`src/rtl/hwy_rx_pkg.sv`:
```
`timescale 1ns/1ps
package hwy_rx_pkg;

    typedef enum logic {
        RATE_SINGLE = 1'b0,
        RATE_DOUBLE = 1'b1
    } hwy_rate_e;

    typedef struct packed {
        logic data;
        logic en;
    } hwy_out_t;

    localparam hwy_out_t HWY_IDLE = '{data: 1'b1, en: 1'b0};

endpackage

```
`src/rtl/hwy_rx_offset.sv`:
```
`timescale 1ns/1ps
module hwy_rx_offset #(
    parameter int TS_W         = 6,
    parameter int CS_W         = 3,
    parameter int CLK_PER_SLOT = 16,
    parameter int FRAME_CLKS   = 512,
    parameter int POS_W        = 9
) (
    input  logic [TS_W-1:0]  ts_off_i,
    input  logic [CS_W-1:0]  cs_off_i,
    input  logic             half_sel_i,
    output logic [POS_W-1:0] load_pos_o
);
    localparam int OFF_W = TS_W + $clog2(CLK_PER_SLOT) + 2;

    logic [OFF_W-1:0] delay_full;
    logic [OFF_W-1:0] delay_mod;
    logic [OFF_W-1:0] start_pos;

    always_comb begin
        delay_full = OFF_W'(ts_off_i) * OFF_W'(CLK_PER_SLOT)
                   + (OFF_W'(cs_off_i) << 1)
                   + OFF_W'(half_sel_i);
        delay_mod  = delay_full % OFF_W'(FRAME_CLKS);
        if (delay_mod == '0) begin
            start_pos = '0;
        end else begin
            start_pos = OFF_W'(FRAME_CLKS) - delay_mod;
        end
        load_pos_o = POS_W'(start_pos);
    end

endmodule

```
`src/rtl/hwy_rx_position.sv`:
```
`timescale 1ns/1ps
module hwy_rx_position #(
    parameter int FRAME_CLKS = 512,
    parameter int POS_W      = 9
) (
    input  logic             clk,
    input  logic             rst_n,
    input  logic             fsync_i,
    input  logic [POS_W-1:0] load_pos_i,
    output logic [POS_W-1:0] pos_o,
    output logic             locked_o
);
    localparam logic [POS_W-1:0] LAST_POS = POS_W'(FRAME_CLKS - 1);

    typedef struct packed {
        logic [POS_W-1:0] pos;
        logic             locked;
    } pos_state_t;

    pos_state_t st_d, st_q;

    always_comb begin
        st_d = st_q;
        if (fsync_i) begin
            st_d.pos    = load_pos_i;
            st_d.locked = 1'b1;
        end else if (st_q.pos == LAST_POS) begin
            st_d.pos = '0;
        end else begin
            st_d.pos = st_q.pos + 1'b1;
        end
    end

    always_ff @(posedge clk or negedge rst_n) begin
        if (!rst_n) begin
            st_q <= '0;
        end else begin
            st_q <= st_d;
        end
    end

    assign pos_o    = st_q.pos;
    assign locked_o = st_q.locked;

endmodule

```
`src/rtl/hwy_rx_bitpick.sv`:
```
`timescale 1ns/1ps
module hwy_rx_bitpick
    import hwy_rx_pkg::*;
#(
    parameter int SLOT_BITS = 8,
    parameter int POS_W     = 9,
    parameter int SLOT_W    = 5
) (
    input  logic [POS_W-1:0]     pos_i,
    input  logic                 locked_i,
    input  logic                 rate_i,
    input  logic                 phase_sel_i,
    input  logic [SLOT_BITS-1:0] byte_i,
    output logic [SLOT_W-1:0]    slot_o,
    output hwy_out_t             next_o
);
    localparam int IDX_W = $clog2(SLOT_BITS);

    logic [IDX_W:0]   win_pos;
    logic [IDX_W-1:0] bit_idx;
    logic             in_phase;
    logic             sel_bit;
    hwy_rate_e        rate;

    always_comb begin
        rate    = hwy_rate_e'(rate_i);
        win_pos = pos_i[IDX_W:0];
        slot_o  = pos_i[POS_W-1:IDX_W+1];
        if (rate == RATE_SINGLE) begin
            bit_idx  = win_pos[IDX_W:1];
            in_phase = 1'b1;
        end else begin
            bit_idx  = win_pos[IDX_W-1:0];
            in_phase = (win_pos[IDX_W] == phase_sel_i);
        end
        sel_bit = byte_i[IDX_W'(SLOT_BITS - 1) - bit_idx];
        if (locked_i && in_phase) begin
            next_o = '{data: sel_bit, en: 1'b1};
        end else begin
            next_o = HWY_IDLE;
        end
    end

endmodule

```
`src/rtl/hwy_rx_driver.sv`:
```
`timescale 1ns/1ps
module hwy_rx_driver
    import hwy_rx_pkg::*;
(
    input  logic     clk,
    input  logic     rst_n,
    input  hwy_out_t next_i,
    output logic     data_o,
    output logic     oe_o
);
    hwy_out_t out_d, out_q;

    always_comb begin
        out_d = next_i;
    end

    always_ff @(negedge clk or negedge rst_n) begin
        if (!rst_n) begin
            out_q <= HWY_IDLE;
        end else begin
            out_q <= out_d;
        end
    end

    assign data_o = out_q.data;
    assign oe_o   = out_q.en;

endmodule

```
`src/rtl/hwy_rx_serializer.sv`:
```
`timescale 1ns/1ps
module hwy_rx_serializer
    import hwy_rx_pkg::*;
#(
    parameter int NUM_SLOTS = 32,
    parameter int SLOT_BITS = 8,
    parameter int TS_W      = 6,
    parameter int CS_W      = 3
) (
    input  logic                        clk,
    input  logic                        rst_n,
    input  logic                        fsync_i,
    input  logic                        rate_i,
    input  logic                        phase_sel_i,
    input  logic [TS_W-1:0]             ts_off_i,
    input  logic [CS_W-1:0]             cs_off_i,
    input  logic                        half_sel_i,
    output logic [$clog2(NUM_SLOTS)-1:0] slot_idx_o,
    input  logic [SLOT_BITS-1:0]        slot_byte_i,
    output logic                        hwy_data_o,
    output logic                        hwy_oe_o
);
    localparam int CLK_PER_SLOT = 2 * SLOT_BITS;
    localparam int FRAME_CLKS   = NUM_SLOTS * CLK_PER_SLOT;
    localparam int POS_W        = $clog2(FRAME_CLKS);
    localparam int SLOT_W       = $clog2(NUM_SLOTS);

    logic [POS_W-1:0] load_pos;
    logic [POS_W-1:0] pos_q;
    logic             locked_q;
    hwy_out_t         next_out;

    hwy_rx_offset #(
        .TS_W(TS_W), .CS_W(CS_W), .CLK_PER_SLOT(CLK_PER_SLOT),
        .FRAME_CLKS(FRAME_CLKS), .POS_W(POS_W)
    ) u_offset (
        .ts_off_i(ts_off_i), .cs_off_i(cs_off_i), .half_sel_i(half_sel_i),
        .load_pos_o(load_pos)
    );

    hwy_rx_position #(
        .FRAME_CLKS(FRAME_CLKS), .POS_W(POS_W)
    ) u_position (
        .clk(clk), .rst_n(rst_n), .fsync_i(fsync_i), .load_pos_i(load_pos),
        .pos_o(pos_q), .locked_o(locked_q)
    );

    hwy_rx_bitpick #(
        .SLOT_BITS(SLOT_BITS), .POS_W(POS_W), .SLOT_W(SLOT_W)
    ) u_bitpick (
        .pos_i(pos_q), .locked_i(locked_q), .rate_i(rate_i),
        .phase_sel_i(phase_sel_i), .byte_i(slot_byte_i),
        .slot_o(slot_idx_o), .next_o(next_out)
    );

    hwy_rx_driver u_driver (
        .clk(clk), .rst_n(rst_n), .next_i(next_out),
        .data_o(hwy_data_o), .oe_o(hwy_oe_o)
    );

endmodule

```
`config.mk`:
```
export PLATFORM = sky130hd
export DESIGN_NAME = hwy_rx_serializer
export DESIGN_NICKNAME = d
export VERILOG_FILES = /design/src/rtl/hwy_rx_pkg.sv /design/src/rtl/hwy_rx_offset.sv /design/src/rtl/hwy_rx_position.sv /design/src/rtl/hwy_rx_bitpick.sv /design/src/rtl/hwy_rx_driver.sv /design/src/rtl/hwy_rx_serializer.sv
export SDC_FILE = /design/constraint.sdc
export NUM_CORES = 1
export LEC_CHECK = 0
export ABC_AREA = 1
export BUFFER_PORTS_ARGS = -buffer_cell sky130_fd_sc_hd__buf_2
export CAP_MARGIN = 25
export CORE_UTILIZATION = 50
export CTS_CLUSTER_SIZE = 28
export DETAILED_ROUTE_END_ITERATION = 10
export PLACE_DENSITY = 0.78
export SYNTH_ARGS = -nofsm -noshare
export SYNTH_HDL_FRONTEND = slang
export SYNTH_SLANG_ARGS = --single-unit
```
`constraint.sdc`:
```
create_clock -name clk -period 3.8 [get_ports clk]
set_input_delay 0 -clock clk [delete_from_list [all_inputs] [get_ports clk]]
set_output_delay 0 -clock clk [all_outputs]
set_load 0.01 [all_outputs]
```
==> flow_summary.yaml, run 1 <==
clock_tree:
  cts_root_buf: "clkbuf_4"
  clockBufferDepth: 2
  cts.repair.resized: 0
  clk_pin_slew_ns: 0.08
  h-tree-depth: 1
  cts_made_buffers: 3
  postCtsHoldBufs: 3
  insertion_delay_ns: 0.33
  cts_tree: "done"
  postCtsSetupBuffers: 0
  clock_sinks: 12
sta:
  rsz0062_at_grt: "false"
  setup-tns-final_ns: 0
  final_hold_viol_count: 0
  skew_ns: 0.0574
  relSlewSlack_pct: 74.8
  drv_slew: 0
  worst_pin_slew_ns: 0.376
  setup_violations: 0
  layout_setup_ws_ns: 0.877
logic_synthesis:
  yosysSeqAreaShare_pct: 31.3
  async_flop_share_pct: 100
  ys_top_cells_by_count: "nand2_1, inv_1, nand3_1"
  yosysWarnings: 0
  synth_edf_count: 0
  synth_area_um2: 962
  ys_ff_latch: 12
  yosysTopAreaCell: "dfrtp_1"
  avgSynthCellArea_um2: 6.78
  synthCells: 142
  synth_nets: 171
  yosysMostFrequentCell: "nand2_1"
  yosysTopAreaCellShare_pct: 26.0
  synthDistinctLibCells: 20
  synth_area_leaders: "dfrtp_1, nand2_1, nand3_1"
  synth-main-ff-cell: "dfrtp_1"
global_route:
  overflow: 0
  track_usage_pct: 23.5
  grt_pass1_wl_um: 3440
  grt_max_degree: 13
  antenna_found_initial: 0
  grt_pass1_vias: 859
detailed_routing:
  ant_nets: 0
  wirelength_um: 2240
  num_vias: 1004
  drtPass1Iterations: 4
  drt-initial-drc-count: 14
  vias_per_cell: 5.10
  drc: 0
  drt-wirelength-per-cell_um: 11.4
critical_path:
  crit_fanout: 4
  critPathLaunchType: "register"
  critPathLaunch: "u_position.pos_o[0]"
  required_ns: 2.15
  r2r-end: "u_driver.data_o"
  path_class: "register to register"
  worstPathArrival_ns: 1.27
  reg2reg_depth: 6
  regToRegSetupSlack_ns: 0.88
  r2r-start: "u_position.pos_o[0]"
  critPathCapture: "u_driver.data_o"
  end_kind: "register"
run:
  maxCapViolations: 0
die:
  die_h_um: 45.9
  die-area_um2: 2100
  die_w_um: 45.9
  pin_count: 30
  rows: 15
  initial_utilization_pct: 54.5
  core_area_um2: 1760
pwr:
  power_density_nw_per_um2: 320
  p_leak_nw: 0.660
  ir_drop_v: 0.000159
cells_and_area:
  nets: 202
  drive_gt1_share_pct: 22.7
  final_cells: 197
  syn2layout_area_growth_pct: 20.8
  diodes: 0
  post-route-util_pct: 65.9
placement:
  post-place-ws_ns: 0.852
  place_hpwl_um: 1780
  gp_congestion: 0.781
  place_inst: 190
  numPortBuffers: 28
status:
  outcome: "finished, final reports clean"
hold_path:
  hold_class: "primary input to register"
## cells in the final DEF, fill, tap and decap left out, drive strengths merged, types with 2 or more instances in the layout
cell type and n:
nand2 34, ha 6, nand3b 2, o22ai 2
dlygate4sd3 3, buf 28, dfrtp 10, o21ai 6
nand3 24, a22o 2, a21oi 4, nand4 2
nor2 15, clkbuf 4, inv 26
## per-stage QoR
stage	cell area [um2]	hold WS [ns]	total power [mW]
6_report	1160	0.00761	0.372
5_1_grt	1160	0.0277	0.395
4_1_cts	1160	0.00456	0.373
3_5_place_dp	1100	-0.108	0.268
3_3_place_gp	1100	-0.108	0.263
2_1_floorplan	962	-0.296	0.236
## area by class of cell
cell class                 instances  area, um2
inverter                          25       93.8
multi-input combinational         99        526
timing repair buffer              31        170
clock inverter                     1       3.75
fill                             180        602
sequential                        12        302
clock buffer                       4       36.3
tap                               25       31.3
## worst min path at each step
stage | start | end | slack, ns | cells past startpoint
floorplan | rst_n | u_position.locked_o | -0.30 | 0
global placement | rst_n | u_position.locked_o | -0.11 | 1
detailed placement | rst_n | u_position.locked_o | -0.11 | 1
CTS | ts_off_i[1] | u_position.pos_o[5] | 0.005 | 4
global route | ts_off_i[2] | u_position.pos_o[6] | 0.03 | 4
finish | ts_off_i[1] | u_position.pos_o[5] | 0.008 | 4
## logic make-up after synthesis
kind of cell,count (synthesis),share of synthesized area [%]
AOI/OAI and AO/OA,14,8.32
adders and majority gates,6,7.80
buffers and inverters,31,14.0
DFF,12,31.3
and+or+nand+nor,79,38.5
## routing by layer
metal	vias up	global-route usage (%)	part of all wire, %
li1	508	-	-
met1	463	25.6	42
met2	28	43.7	52
met3	5	3.57	3.8
met4	0	10.6	2.1
met5	-	0	0
## worst max-delay path, cell delays in order, from the launching register on
cell     delay, ns
dfrtp_1       0.43
inv_1         0.11
nand2_1       0.11
nand3_1       0.11
nand3_1       0.08
nand3_1       0.08
nand3_1       0.08
## sequential cells by signal, summed over array words and instances, names as in the netlist
register	flops
u_driver.oe_o	1
u_position.pos_o	9
u_driver.data_o	1
u_position.locked_o	1
## where the power goes
part	switching (mW)	leakage (nW)	internal, mW
Combinational	0.0621	0.495	0.0440
Sequential	0.0151	0.138	0.145
Clock	0.0464	0.0263	0.0597
Note: power is estimated with default switching activity, not from simulation.
==> run 2: changes to the inputs <==
ABC_AREA = 0   (was 1)
CORE_UTILIZATION = 44   (was 50)
PLACE_DENSITY = 0.74   (was 0.78)
clock period = 2.6 ns   (was 3.8 ns; I/O delays follow)
==> run 2 against run 1 <==
Effect of this change: the run now ends with negative setup slack left; non-clock buffer count rose by 3; clock skew grew 0.0050 ns; sequential share of layout area increased by 1.4 points; sequential cell count unchanged; final cell count is 26% lower; critical path type unchanged; critical endpoint unchanged.
==> flow_summary.yaml, run 2 <==
cells_and_area:
  final_cell_mix: "buf_2, dfrtp_1, inv_1, xnor2_1"
  diodes: 0
  nets: 150
  syn2layout_area_growth_pct: 23.1
  final_common_cell: "buf_2"
  final_cells: 145
  fillers: 160
  largest_register_ffs: 9
  final_area_um2: 1110
  drive_gt1_share_pct: 38.3
clock_tree:
  clock_sinks: 12
  cts_made_buffers: 3
  h-tree-depth: 1
  insertion_delay_ns: 0.34
  cts_root_buf: "clkbuf_4"
  cts_tree: "done"
  clk_pin_slew_ns: 0.08
  postCtsSetupBuffers: 0
  clockBufferDepth: 2
logic_synthesis:
  synth-main-ff-cell: "dfrtp_1"
  yosysTopAreaCell: "dfrtp_1"
  yosysTopAreaCellShare_pct: 27.8
  async_flop_share_pct: 100
  yosysWarnings: 0
  ys_ff_latch: 12
  synth_edf_count: 0
  synthDistinctLibCells: 31
  ys_top_cells_by_count: "dfrtp_1, inv_1, xnor2_1"
  synth_nets: 118
  yosysSeqAreaShare_pct: 33.5
  synth_area_leaders: "dfrtp_1, mux4_1, ha_1"
  avgSynthCellArea_um2: 10.1
  synth_area_um2: 900
  yosysMostFrequentCell: "dfrtp_1"
  synthCells: 89
detailed_routing:
  drt-wirelength-per-cell_um: 12.7
  ant_nets: 0
  drc: 0
  drtPass1Iterations: 4
  drt-initial-drc-count: 16
  num_vias: 741
  wirelength_um: 1840
  vias_per_cell: 5.11
critical_path:
  required_ns: 1.55
  r2r-start: "u_position.pos_o[1]"
  reg2reg_depth: 4
  r2r-end: "u_driver.data_o"
  regToRegSetupSlack_ns: -0.12
  end_kind: "register"
  critPathLaunchType: "register"
  worstPathArrival_ns: 1.67
  crit_fanout: 3
  path_class: "register to register"
sta:
  relSlewSlack_pct: 73.4
  final_hold_viol_count: 0
  drv_slew: 0
  layout_setup_ws_ns: -0.118
  setup_violations: 1
  rsz0062_at_grt: "true"
  skew_ns: 0.0625
  setup-tns-final_ns: -0.118
  worst_pin_slew_ns: 0.395
  holdWs_ns: 0.0112
die:
  die_h_um: 47.2
  die_w_um: 47.2
  core_area_um2: 1820
  pin_count: 30
  die-area_um2: 2230
  rows: 15
  initial_utilization_pct: 49.4
hold_path:
  hold_start: "half_sel_i"
  min_to: "u_position.pos_o[0]"
  hold_class: "primary input to register"
  hold_depth: 3
status:
  outcome: "complete, but fails checks"
  violations: "negative setup slack"
placement:
  gp_congestion: 0.813
  place_inst: 139
  dpl_cell_area_um2: 1040
  numPortBuffers: 28
  place_hpwl_um: 1480
global_route:
  grt_pass1_wl_um: 2910
  track_usage_pct: 19.6
  grt_max_degree: 13
  antenna_found_initial: 0
  grt_pass1_vias: 691
  overflow: 0
pwr:
  power_density_nw_per_um2: 517
  ir_drop_v: 0.000380
  p_leak_nw: 0.533
run:
  maxCapViolations: 0
## run 2: cell count changes after synthesis, moves of 4 or more
cell / before / now
nor2_1: 12 / 4
nand3_1: 21 / 3
xnor2_1: 0 / 7
o22ai_1: 2 / 6
xor2_1: 0 / 6
nand2_1: 34 / 5
a21oi_1: 4 / 0
inv_1: 26 / 7
o21ai_0: 6 / 0
## run 2: logic make-up (layout without fill, tap and decap cells)
| family | Yosys count | count (layout) | share of synthesized area (%) |
|---|---|---|---|
| simple gates | 27 | 27 | 16.4 |
| mux | 6 | 6 | 12.2 |
| flops | 12 | 12 | 33.5 |
| xor+xnor | 13 | 13 | 12.7 |
| fa+ha+maj | 6 | 6 | 8.34 |
| buf+inv | 14 | 45 | 8.07 |
| compound gates | 11 | 11 | 8.76 |
## run 2: final cells by class
| cell class | instances | area [um2] | area share [%] |
|---|---|---|---|
| Clock buffer | 4 | 36.3 | 3.28 |
| Tap cell | 25 | 31.3 | 2.82 |
| Sequential cell | 12 | 303 | 27.3 |
| Timing Repair Buffer | 34 | 190 | 17.2 |
| Inverter | 6 | 22.5 | 2.03 |
| Clock inverter | 1 | 3.75 | 0.339 |
| Multi-Input combinational cell | 63 | 520 | 47.0 |
## run 2: timing repair
item | CTS | global route
endpoints found under the hold margin | 11 | 0
setup endpoints to repair | 1 | 1
hold buffers | 2 | 0
resized for setup | 0 | 2
## run 2: per-layer routing
metal  up-vias  wire length [um]  track usage, %  share of wire [%]
li1        373                 -               -                  -
met5         -                 0               0                  0
met4         0                27            10.3                1.5
met1       345               812            23.3                 44
met3         4                74            4.62                4.0
met2        19               923            32.8                 50
## run 2: stage by stage
stage	util (%)	power, mW	setup slack (ns)
finish	60.8	0.572	-0.118
global route	60.8	0.606	-0.157
CTS	60.5	0.573	-0.118
detailed placement	57.4	0.417	-0.149
global placement	57.4	0.412	-0.125
floorplan	-	0.358	-0.165
## run 2: power breakdown
group	switching, mW	internal [mW]
Sequential	0.0221	0.216
Clock	0.0707	0.0872
Combinational	0.0811	0.0954
## run 2: critical path, cell delays in order (launching register included)
cell	delay, ns
dfrtp_2	0.40
mux4_2	0.49
mux2i_1	0.14
nor2_1	0.05
or3_1	0.30
## run 2: worst max path at each step
| stage | startpoint | endpoint | slack (ns) | cells after the start |
|---|---|---|---|---|
| finish | u_position.pos_o[1] | u_driver.data_o | -0.12 | 4 |
| detailed placement | u_position.pos_o[1] | u_driver.data_o | -0.15 | 4 |
| floorplan | u_position.pos_o[0] | u_driver.data_o | -0.17 | 4 |
| CTS | u_position.pos_o[1] | u_driver.data_o | -0.12 | 4 |
| global route | u_position.pos_o[1] | u_driver.data_o | -0.16 | 4 |
| global placement | u_position.pos_o[1] | u_driver.data_o | -0.12 | 4 |
